===== config.mk =====
export PLATFORM = sky130hd
export DESIGN_NAME = itdiv_top
export DESIGN_NICKNAME = d
export VERILOG_FILES = /design/src/rtl/itdiv_pkg.sv /design/src/rtl/itdiv_ctrl.sv /design/src/rtl/itdiv_prep.sv /design/src/rtl/itdiv_stage.sv /design/src/rtl/itdiv_fix.sv /design/src/rtl/itdiv_top.sv
export SDC_FILE = /design/constraint.sdc
export NUM_CORES = 1
export LEC_CHECK = 0
export ABC_CLOCK_PERIOD_IN_PS = 5000
export BUFFER_PORTS_ARGS = -buffer_cell sky130_fd_sc_hd__clkbuf_2
export CAP_MARGIN = 0
export CELL_PAD_IN_SITES_DETAIL_PLACEMENT = 1
export CELL_PAD_IN_SITES_GLOBAL_PLACEMENT = 2
export CORE_MARGIN = 2
export CORE_UTILIZATION = 36
export CTS_BUF_LIST = sky130_fd_sc_hd__clkbuf_2
export CTS_CLUSTER_SIZE = 25
export DETAILED_ROUTE_END_ITERATION = 8
export PLACE_DENSITY_LB_ADDON = 0.1
export SLEW_MARGIN = 15
export SYNTH_ARGS = -nofsm -noshare
export SYNTH_HDL_FRONTEND = slang
export SYNTH_SLANG_ARGS = --single-unit

===== constraint.sdc =====
create_clock -name clk -period 5 [get_ports clk]
set_clock_uncertainty 0.2 [all_clocks]
set_input_delay 0.25 -clock clk [delete_from_list [all_inputs] [get_ports clk]]
set_output_delay 0.25 -clock clk [all_outputs]
set_load 0.02 [all_outputs]

===== src/rtl/itdiv_pkg.sv =====
// Shared types for the iterative divider.
// Holds the operation mode codes, the controller states and a helper
// that says whether a mode is signed.
package itdiv_pkg;

    typedef enum logic [2:0] {
        MD_FRAC = 3'd0,
        MD_S32  = 3'd1,
        MD_U32  = 3'd2,
        MD_S16  = 3'd3,
        MD_U16  = 3'd4
    } div_mode_e;

    typedef enum logic [1:0] {
        ST_IDLE  = 2'd0,
        ST_SETUP = 2'd1,
        ST_RUN   = 2'd2
    } div_state_e;

    // True for the modes whose operands are two's complement.
    function automatic logic mode_is_signed(input logic [2:0] m);
        return (m == MD_FRAC) || (m == MD_S32) || (m == MD_S16);
    endfunction

endpackage


===== src/rtl/itdiv_ctrl.sv =====
// Sequencer of the iterative divider.
// Accepts start only while idle, spends one setup cycle, then counts
// STEPS iteration steps, each one taken only on an edge where step_en
// is high. It decodes which kind of step is due and pulses done once
// after the final step.
// Assumes STEPS >= 3 (one widening step, at least one bit step, one
// final step).
module itdiv_ctrl
    import itdiv_pkg::*;
#(
    parameter int STEPS = 18
) (
    input  logic clk,
    input  logic rst_n,
    input  logic start,
    input  logic step_en,
    output logic busy,
    output logic load,
    output logic setup,
    output logic first_step,
    output logic mid_step,
    output logic last_step,
    output logic done
);
    localparam int CW = $clog2(STEPS);
    localparam logic [CW-1:0] LAST = CW'(STEPS - 1);

    div_state_e     st;
    logic [CW-1:0]  cnt;
    logic           fire;

    // Decode the step type due on this edge.
    always_comb begin
        fire       = (st == ST_RUN) && step_en;
        busy       = (st != ST_IDLE);
        load       = (st == ST_IDLE) && start;
        setup      = (st == ST_SETUP);
        first_step = fire && (cnt == '0);
        last_step  = fire && (cnt == LAST);
        mid_step   = fire && (cnt != '0) && (cnt != LAST);
    end

    // State, step counter and done pulse.
    always_ff @(posedge clk) begin
        if (!rst_n) begin
            st   <= ST_IDLE;
            cnt  <= '0;
            done <= 1'b0;
        end else begin
            done <= last_step;
            case (st)
                ST_IDLE: if (start) st <= ST_SETUP;
                ST_SETUP: begin
                    st  <= ST_RUN;
                    cnt <= '0;
                end
                ST_RUN: if (fire) begin
                    if (cnt == LAST) st <= ST_IDLE;
                    else             cnt <= cnt + 1'b1;
                end
                default: st <= ST_IDLE;
            endcase
        end
    end

endmodule


===== src/rtl/itdiv_prep.sv =====
// Operand conditioning, purely combinational.
// Widens the latched raw dividend to 2W bits according to the mode:
// the fractional mode shifts left by W-1, the narrow modes sign- or
// zero-extend. It then returns the magnitude halves and the sign, and
// the divisor magnitude and sign.
// Assumes the caller latches the raw operands; codes above 4 act as
// the unsigned narrow mode.
module itdiv_prep
    import itdiv_pkg::*;
#(
    parameter int W = 16
) (
    input  logic [2:0]     mode,
    input  logic [2*W-1:0] raw_dvd,
    input  logic [W-1:0]   raw_dvs,
    output logic           is_signed,
    output logic           n_neg,
    output logic           d_neg,
    output logic [W-1:0]   mag_hi,
    output logic [W-1:0]   mag_lo,
    output logic [W-1:0]   dmag
);
    localparam int DW = 2 * W;

    logic [W-1:0]  lo;
    logic [DW-1:0] ext;
    logic [DW-1:0] mag;

    // Widen the dividend for the selected mode.
    always_comb begin
        lo = raw_dvd[W-1:0];
        case (mode)
            MD_FRAC:        ext = {{W{lo[W-1]}}, lo} << (W - 1);
            MD_S32, MD_U32: ext = raw_dvd;
            MD_S16:         ext = {{W{lo[W-1]}}, lo};
            default:        ext = {{W{1'b0}}, lo};
        endcase
    end

    // Signs and magnitudes of both operands.
    always_comb begin
        is_signed = mode_is_signed(mode);
        n_neg     = is_signed && ext[DW-1];
        d_neg     = is_signed && raw_dvs[W-1];
        mag       = n_neg ? (-ext) : ext;
        mag_hi    = mag[DW-1:W];
        mag_lo    = mag[W-1:0];
        dmag      = d_neg ? (-raw_dvs) : raw_dvs;
    end

endmodule


===== src/rtl/itdiv_stage.sv =====
// One restoring-division step, purely combinational.
// Shifts the next dividend bit from the quotient shift register into the
// partial remainder and tries to subtract the divisor magnitude. The
// outcome becomes the new quotient bit.
// Assumes prem < dmag on entry (no quotient overflow).
module itdiv_stage #(
    parameter int W = 16
) (
    input  logic [W-1:0] prem,
    input  logic [W-1:0] qsh,
    input  logic [W-1:0] dmag,
    output logic [W-1:0] prem_nx,
    output logic [W-1:0] qsh_nx
);
    logic [W+1:0] trial;
    logic         fits;

    // Trial subtraction and selection.
    always_comb begin
        trial   = {1'b0, prem, qsh[W-1]} - {2'b00, dmag};
        fits    = !trial[W+1];
        prem_nx = fits ? trial[W-1:0] : {prem[W-2:0], qsh[W-1]};
        qsh_nx  = {qsh[W-2:0], fits};
    end

endmodule


===== src/rtl/itdiv_fix.sv =====
// Result finishing, purely combinational.
// Applies the signs to the quotient and remainder magnitudes and checks
// that the quotient fits the mode's range. On a zero divisor or an
// overflow it forces both results to all ones.
// Assumes big is set when the upper dividend magnitude was not below the
// divisor magnitude (quotient wider than W bits).
module itdiv_fix #(
    parameter int W = 16
) (
    input  logic         is_signed,
    input  logic         n_neg,
    input  logic         d_neg,
    input  logic         big,
    input  logic         dz,
    input  logic [W-1:0] qmag,
    input  logic [W-1:0] rmag,
    output logic [W-1:0] quo,
    output logic [W-1:0] rem,
    output logic         ovf_o,
    output logic         dz_o
);
    localparam logic [W-1:0] HALF = W'(1) << (W - 1);

    logic q_neg;
    logic range_bad;

    // Range check and sign correction.
    always_comb begin
        q_neg     = n_neg ^ d_neg;
        range_bad = is_signed && (q_neg ? (qmag > HALF) : qmag[W-1]);
        dz_o      = dz;
        ovf_o     = !dz && (big || range_bad);
        if (dz || big || range_bad) begin
            quo = '1;
            rem = '1;
        end else begin
            quo = q_neg ? (-qmag) : qmag;
            rem = n_neg ? (-rmag) : rmag;
        end
    end

endmodule


===== src/rtl/itdiv_top.sv =====
// Multi-mode iterative divider, top level.
// Latches the raw operands and the mode on an accepted start. During
// setup it takes the divisor magnitude and detects a zero divisor. The
// first step widens the dividend; W restoring steps follow, one per
// quotient bit; the final step loads the corrected results. Every step
// waits for step_en, so a divide can pause without losing state.
// Assumes W >= 4. A divide runs W+2 steps after one setup cycle.
module itdiv_top
    import itdiv_pkg::*;
#(
    parameter int W = 16
) (
    input  logic           clk,
    input  logic           rst_n,
    input  logic           start,
    input  logic [2:0]     mode,
    input  logic [2*W-1:0] dividend,
    input  logic [W-1:0]   divisor,
    input  logic           step_en,
    output logic [W-1:0]   quotient,
    output logic [W-1:0]   remainder,
    output logic           busy,
    output logic           done,
    output logic           div_zero,
    output logic           ovf
);
    localparam int DW    = 2 * W;
    localparam int STEPS = W + 2;

    logic           load, setup, first_step, mid_step, last_step;
    logic [2:0]     mode_q;
    logic [DW-1:0]  dvd_q;
    logic [W-1:0]   dvs_q;
    logic           sgn_q, nneg_q, dneg_q, big_q, dz_q;
    logic [W-1:0]   dmag_q, prem_q, qsh_q;

    logic           p_sgn, p_nneg, p_dneg;
    logic [W-1:0]   p_hi, p_lo, p_dmag;
    logic [W-1:0]   s_prem, s_qsh;
    logic [W-1:0]   f_quo, f_rem;
    logic           f_ovf, f_dz;

    itdiv_ctrl #(.STEPS(STEPS)) ctrl_i (
        .clk        (clk),
        .rst_n      (rst_n),
        .start      (start),
        .step_en    (step_en),
        .busy       (busy),
        .load       (load),
        .setup      (setup),
        .first_step (first_step),
        .mid_step   (mid_step),
        .last_step  (last_step),
        .done       (done)
    );

    itdiv_prep #(.W(W)) prep_i (
        .mode      (mode_q),
        .raw_dvd   (dvd_q),
        .raw_dvs   (dvs_q),
        .is_signed (p_sgn),
        .n_neg     (p_nneg),
        .d_neg     (p_dneg),
        .mag_hi    (p_hi),
        .mag_lo    (p_lo),
        .dmag      (p_dmag)
    );

    itdiv_stage #(.W(W)) stage_i (
        .prem    (prem_q),
        .qsh     (qsh_q),
        .dmag    (dmag_q),
        .prem_nx (s_prem),
        .qsh_nx  (s_qsh)
    );

    itdiv_fix #(.W(W)) fix_i (
        .is_signed (sgn_q),
        .n_neg     (nneg_q),
        .d_neg     (dneg_q),
        .big       (big_q),
        .dz        (dz_q),
        .qmag      (qsh_q),
        .rmag      (prem_q),
        .quo       (f_quo),
        .rem       (f_rem),
        .ovf_o     (f_ovf),
        .dz_o      (f_dz)
    );

    // Operand latch on an accepted start.
    always_ff @(posedge clk) begin
        if (!rst_n) begin
            mode_q <= '0;
            dvd_q  <= '0;
            dvs_q  <= '0;
        end else if (load) begin
            mode_q <= mode;
            dvd_q  <= dividend;
            dvs_q  <= divisor;
        end
    end

    // Divisor conditioning in setup, dividend widening on the first step,
    // and the bit steps after it.
    always_ff @(posedge clk) begin
        if (!rst_n) begin
            sgn_q  <= 1'b0;
            dneg_q <= 1'b0;
            dmag_q <= '0;
            dz_q   <= 1'b0;
            nneg_q <= 1'b0;
            big_q  <= 1'b0;
            prem_q <= '0;
            qsh_q  <= '0;
        end else if (setup) begin
            sgn_q  <= p_sgn;
            dneg_q <= p_dneg;
            dmag_q <= p_dmag;
            dz_q   <= (dvs_q == '0);
        end else if (first_step) begin
            nneg_q <= p_nneg;
            big_q  <= (p_hi >= dmag_q);
            prem_q <= p_hi;
            qsh_q  <= p_lo;
        end else if (mid_step) begin
            prem_q <= s_prem;
            qsh_q  <= s_qsh;
        end
    end

    // Result registers, written only by the final step.
    always_ff @(posedge clk) begin
        if (!rst_n) begin
            quotient  <= '0;
            remainder <= '0;
            div_zero  <= 1'b0;
            ovf       <= 1'b0;
        end else if (last_step) begin
            quotient  <= f_quo;
            remainder <= f_rem;
            div_zero  <= f_dz;
            ovf       <= f_ovf;
        end
    end

endmodule


After elaboration in Yosys (flattened, before gate mapping)
Index checks and enable logic that the tools add are counted.
{ "classes": {"add_sub_neg": 6, "order_cmp": 2, "bitwise_logic": 2, "muxes": 20, "n_reduce_logical": 30, "eq_ne": 11} }
{ "op_table": {"columns": ["operator", "n"], "rows": [
  ["$mux 16", 10],
  ["$pmux 32 s3", 1],
  ["$neg 16->16", 3],
  ["$mux 32", 1],
  ["$neg 32->32", 1],
  ["$sub 17x16->18", 1],
  ["$ge 16x16->1", 1],
  ["$gt 16x16->1 const B", 1],
  ["$logic_not 16->1", 1],
  ["$logic_and 1x1->1", 10],
  ["$mux 5", 2],
  ["$pmux 5 s2", 1],
  ["$eq 3x2->1 const B", 2],
  ["$mux 2", 3],
  ["$ne 2x2->1 const B", 3],
  ["$pmux 2 s3", 1],
  ["$reduce_and 3->1", 2],
  ["$reduce_bool 2->1", 3],
  ["$add 5x1->5 const B", 1],
  ["$eq 5x5->1 const B", 1],
  ["$logic_not 5->1", 1],
  ["$logic_or 1x1->1", 5],
  ["$ne 5x5->1 const B", 1],
  ["$reduce_bool 5->1", 1],
  ["other kinds (12)", 14]
]} }
{ "word_totals": {"word_cells": 89, "in_bits": 55, "ff_bits": 146, "output_inout_bits": 36} }

Depth between registers and ports, before layout
{ "logic_depth": {"depth_word": 6, "depth_mapped": 18, "mapped_depth_nobuf": 15} }

By module
From an unflattened synthesis, not the netlist that was laid out.
{ "unflattened": {"hier_cells": 1161, "area_unflattened_um2": 10323.7} }
{ "modules_own_cells": {"columns": ["module", "instances", "seq_area_each_um2", "area_each_um2", "cells_per_inst"], "rows": [
  ["itdiv_top", 1, 2762.6, 5915.7, 547],
  ["itdiv_prep", 1, 0.0, 1801.7, 257],
  ["itdiv_stage", 1, 0.0, 1282.5, 173],
  ["itdiv_fix", 1, 0.0, 847.1, 128],
  ["itdiv_ctrl", 1, 160.2, 476.7, 56]
]} }

Worst setup path before layout
OpenSTA, ideal clock, no wires.
{ "synth_path": {"path_kind": "register -> register", "start": "reg mode_q[1]", "end": "reg big_q", "t_arrival_ns": 3.283, "required_time_ns": 4.676, "setup_slack_ns": 1.393, "period_less_slack_ns": 3.607, "stages_incl_launch_ff": 19, "path_cell_list": "dfxtp_1 -> buf_6 -> or3_1 -> clkbuf_1 -> clkbuf_1 -> nand2_1 -> ha_1 -> o21ai_1 -> a21oi_4 -> nand4_1 -> nor3b_1 -> or2_2 -> ha_1 -> a21oi_1 -> nor2b_1 -> o21ai_0 -> nand2b_1 -> a221oi_1 -> a21oi_1"} }
{ "synth_between": {"elab_chain_cells": 6, "word_cells_on_any_way": 12} }
{ "synth_lines": {"columns": ["element", "line", "source"], "rows": [
  ["start, declared", "itdiv_top.sv:31", "logic [2:0] mode_q;"],
  ["start signal, assigned", "itdiv_top.sv:98", "mode_q <= mode;"],
  ["$eq 3x2->1, or another cell as far along", "itdiv_prep.sv:32", "case (mode)"],
  ["$reduce_or 2->1 or $logic_or 1x1->1 (tied branches)", "itdiv_prep.sv:32, itdiv_pkg.sv:22", null],
  ["$pmux 32 s3 or $logic_or 1x1->1 (tied branches)", "itdiv_prep.sv:32, itdiv_pkg.sv:22", null],
  ["$neg 32->32 or $logic_and 1x1->1 (tied branches)", "itdiv_prep.sv:45, itdiv_prep.sv:43", null],
  ["$mux 32 *", "itdiv_prep.sv:45", "mag = n_neg ? (-ext) : ext;"],
  ["$ge 16x16->1 *", "itdiv_top.sv:123", "big_q <= (p_hi >= dmag_q);"],
  ["end signal, assigned", "itdiv_top.sv:123", null],
  ["end, declared", "itdiv_top.sv:34", "logic sgn_q, nneg_q, dneg_q, big_q, dz_q;"]
]} }
Mark *: on every way between the ends. The rest lies on a longest branch, timed or not.
A chain may end at the register's enable or synchronous reset.

Worst setup path in the final report
{ "layout_path": {"start": "reg mode_q[2]", "end": "reg big_q"} }
The elaborated chain is that of the path after synthesis.

==> reports/results.ini <==
[final_layout]
nets=1461
final_cells=1705
area_growth_pct=26.9
seqCellArea_um2=2920
multiInputGateArea_um2=5640
final_cell_mix=178 x nand2_1, 151 x dlygate4sd3_1, 145 x dfxtp_1
drive_gt1_share_pct=12.3
fill_cells=2993
layout_commonest_cell=nand2_1

[global_route]
met1_usage_pct=33.7
grt_max_degree=68
antenna_found_initial=1
grt_pass1_wl_mm=50.9
use_met3_pct=2.63
grt_pass1_vias=9476
overflow=0
grt_util_met2_pct=40.7
track_usage_pct=24.3
top_usage_layer=met2

[yosys]
netlist.area_leader.share_pct=32.4
syn_nets=1257
synth.area.top_cells=dfxtp_1 32%, a21oi_1 7.9%, nand2_1 7.4%
synthArstFlopShare_pct=0
synthCells=1162
synth_top_flop_cell=dfxtp_1
ys_ff_latch=146
netlist_area_um2=9020
yosysWarnings=0
synth.avg_cell_area_um2=7.76
synth_seq_area_share_pct=32.4
yosys.cell_types.count=72
synth_edf_count=0
yosys.area.top_type=dfxtp_1

[setup_path]
slowest_delay_ns=0.71
path_class=reg -> reg
cp_cell_sequence=nand2b_1 -> o22ai_1 -> nor3_2 -> nand4_1 -> nor3b_1 -> or2_2 -> ha_1 -> a21oi_1 -> nor2b_1 -> o21ai_0 -> nand2b_1 -> a221oi_1 -> a21oi_1
critPathRequiredTime_ns=5.44
slowest_stage=dfxtp_1
cp-end-kind=register
arrival_ns=4.51
cp_max_fo=13
start_kind=register

[detailed_routing]
wl_per_cell_um=18.2
routed_via_density=5.35
antenna_left=0
drt_first_iter_violations=416
vias=9126
firstDrtPassIters=7
drcViolationCount=0
finalWirelength_mm=31.0

[cts]
htreeDepth=4
clockBufferDepth=2
post_cts_buffers=0
cts_tree=done
clock_sinks=146
insertion_delay_ns=0.74
cts_inserted_buffers=17
cts_root_buffer=clkbuf_2
path_clk_slew_ns=0.24

[hold_path]
min_path_type=reg -> reg

[sta]
relSlewSlack_pct=28.0
finalCritPeriodShare_pct=81.4
final-hold-violation-count=0
period_needed_ns=4.07
rsz0062_at_grt=no
setup_viol=0
setup_tns_ns=0
finalMaxSlewViolations=0
fmax_mhz=246
worst_slew_pin_slew_ns=1.08

[die]
fp.dieW_um=162
initial_core_util_pct=36.9
core.rowCount=57
core_area_um2=24500
die_area_um2=26300
ios=91
fp.dieH_um=162

[pwr]
total_power_uw=2980
ir_drop_mv=0.120
leakagePower_uw=0.00449
powerDensity_nw_per_um2=260

[placed_design]
placed_cells=1519
portBuffers=90
dp_hpwl_mm=21.0
gp_congestion=0.918

[flow_run]
maxCapViolations=0

[outcome]
outcome=finished clean

## worst max-delay path: cells and delay by family, from the launching register on
family	cells	cell delay [ns]
compound gates	5	0.89
flops	1	0.71
fa+ha+maj	1	0.29
simple gates	7	1.89
## synthesized netlist by cell type (4+ instances only)
library cell / number
a31oi_1: 12
nand2b_1: 9
nor2b_1: 6
o31a_1: 4
nor4_1: 5
buf_2: 7
a22oi_1: 6
a21oi_1: 143
or3_1: 10
xor2_1: 37
buf_6: 7
nand2_1: 178
inv_1: 36
nand3_1: 15
clkbuf_1: 57
a311oi_1: 4
dfxtp_1: 146
o22ai_1: 12
and2_1: 6
o21ai_1: 4
a21boi_0: 7
or4_1: 5
nor3_1: 25
nand3b_1: 7
mux2i_1: 39
ha_1: 39
a21o_1: 7
o211ai_1: 13
o21a_1: 8
xnor2_1: 35
o221ai_1: 5
nor2_1: 84
o21ai_0: 90
a211oi_1: 17
and3_1: 4
a221oi_1: 6
nand4_1: 6
o31ai_1: 10
a41oi_1: 4
## final timing paths
kind              depth (start not counted)  slack [ns]        from    endpoint
hold reg to reg                           2        0.27  dmag_q[15]  dmag_q[15]
setup reg to reg                         13        0.93   mode_q[2]       big_q
hold / removal                            2        0.27  dmag_q[15]  dmag_q[15]
setup / recovery                         13        0.93   mode_q[2]       big_q
## report_power, final
group / switching, uW / internal, uW / total (uW) / leakage, uW
combinational: 574 / 426 / 1000 / 0.00317
sequential: 78.2 / 1220 / 1300 / 0.00119
clock: 493 / 191 / 684 / 0.000132
## through the flow
step | cell area (um^2) | util (%) | setup WS, ns | hold WS (ns)
5_1_grt | 11400 | 46.8 | 0.612 | 0.242
3_5_place_dp | 9690 | 39.6 | 1.03 | 0.252
6_report | 11400 | 46.8 | 0.930 | 0.273
2_1_floorplan | 9020 | - | 1.39 | 0.186
4_1_cts | 11400 | 46.7 | 1.01 | 0.204
3_3_place_gp | 9690 | 39.6 | 1.13 | 0.245
## logic make-up (layout without fill, tap and decap cells)
group	after synthesis	count (layout)	synth area share (%)
simple gates	381	381	19.8
mux	40	40	4.45
flops	146	146	32.4
fa+ha+maj	40	40	5.63
compound gates	373	373	25.5
xor+xnor	72	72	6.99
other cells	0	2	0
buf+inv	110	327	5.30
## state kept, by name, summed over array words and instances (netlist names), 2 cells and up
name        count
dvs_q          16
dmag_q         16
mode_q          3
remainder      16
dvd_q          32
ctrl_i.cnt      5
ctrl_i.st       2
prem_q         16
quotient       16
qsh_q          16
## per-layer routing
layer  routed length (um)  part of all wire [%]
met3                  921                   3.0
met5                    0                     0
met4                  288                  0.93
met2                14500                    47
met1                15300                    49
## area by class of cell
cell class,count,area share [%]
diodes,2,0.0437
clock buffers,19,0.831
clock inverters,13,1.11
inverters,37,1.21
multi-input cells,906,49.3
flip-flops and latches,146,25.5
well taps,324,3.54
repair buffers,258,18.4
## what timing repair did
action,in CTS,in global routing
endpoints found under the hold margin,81,0
gates resized for setup,0,0
hold buffers,151,0
Power figures use the tool's default switching activity.
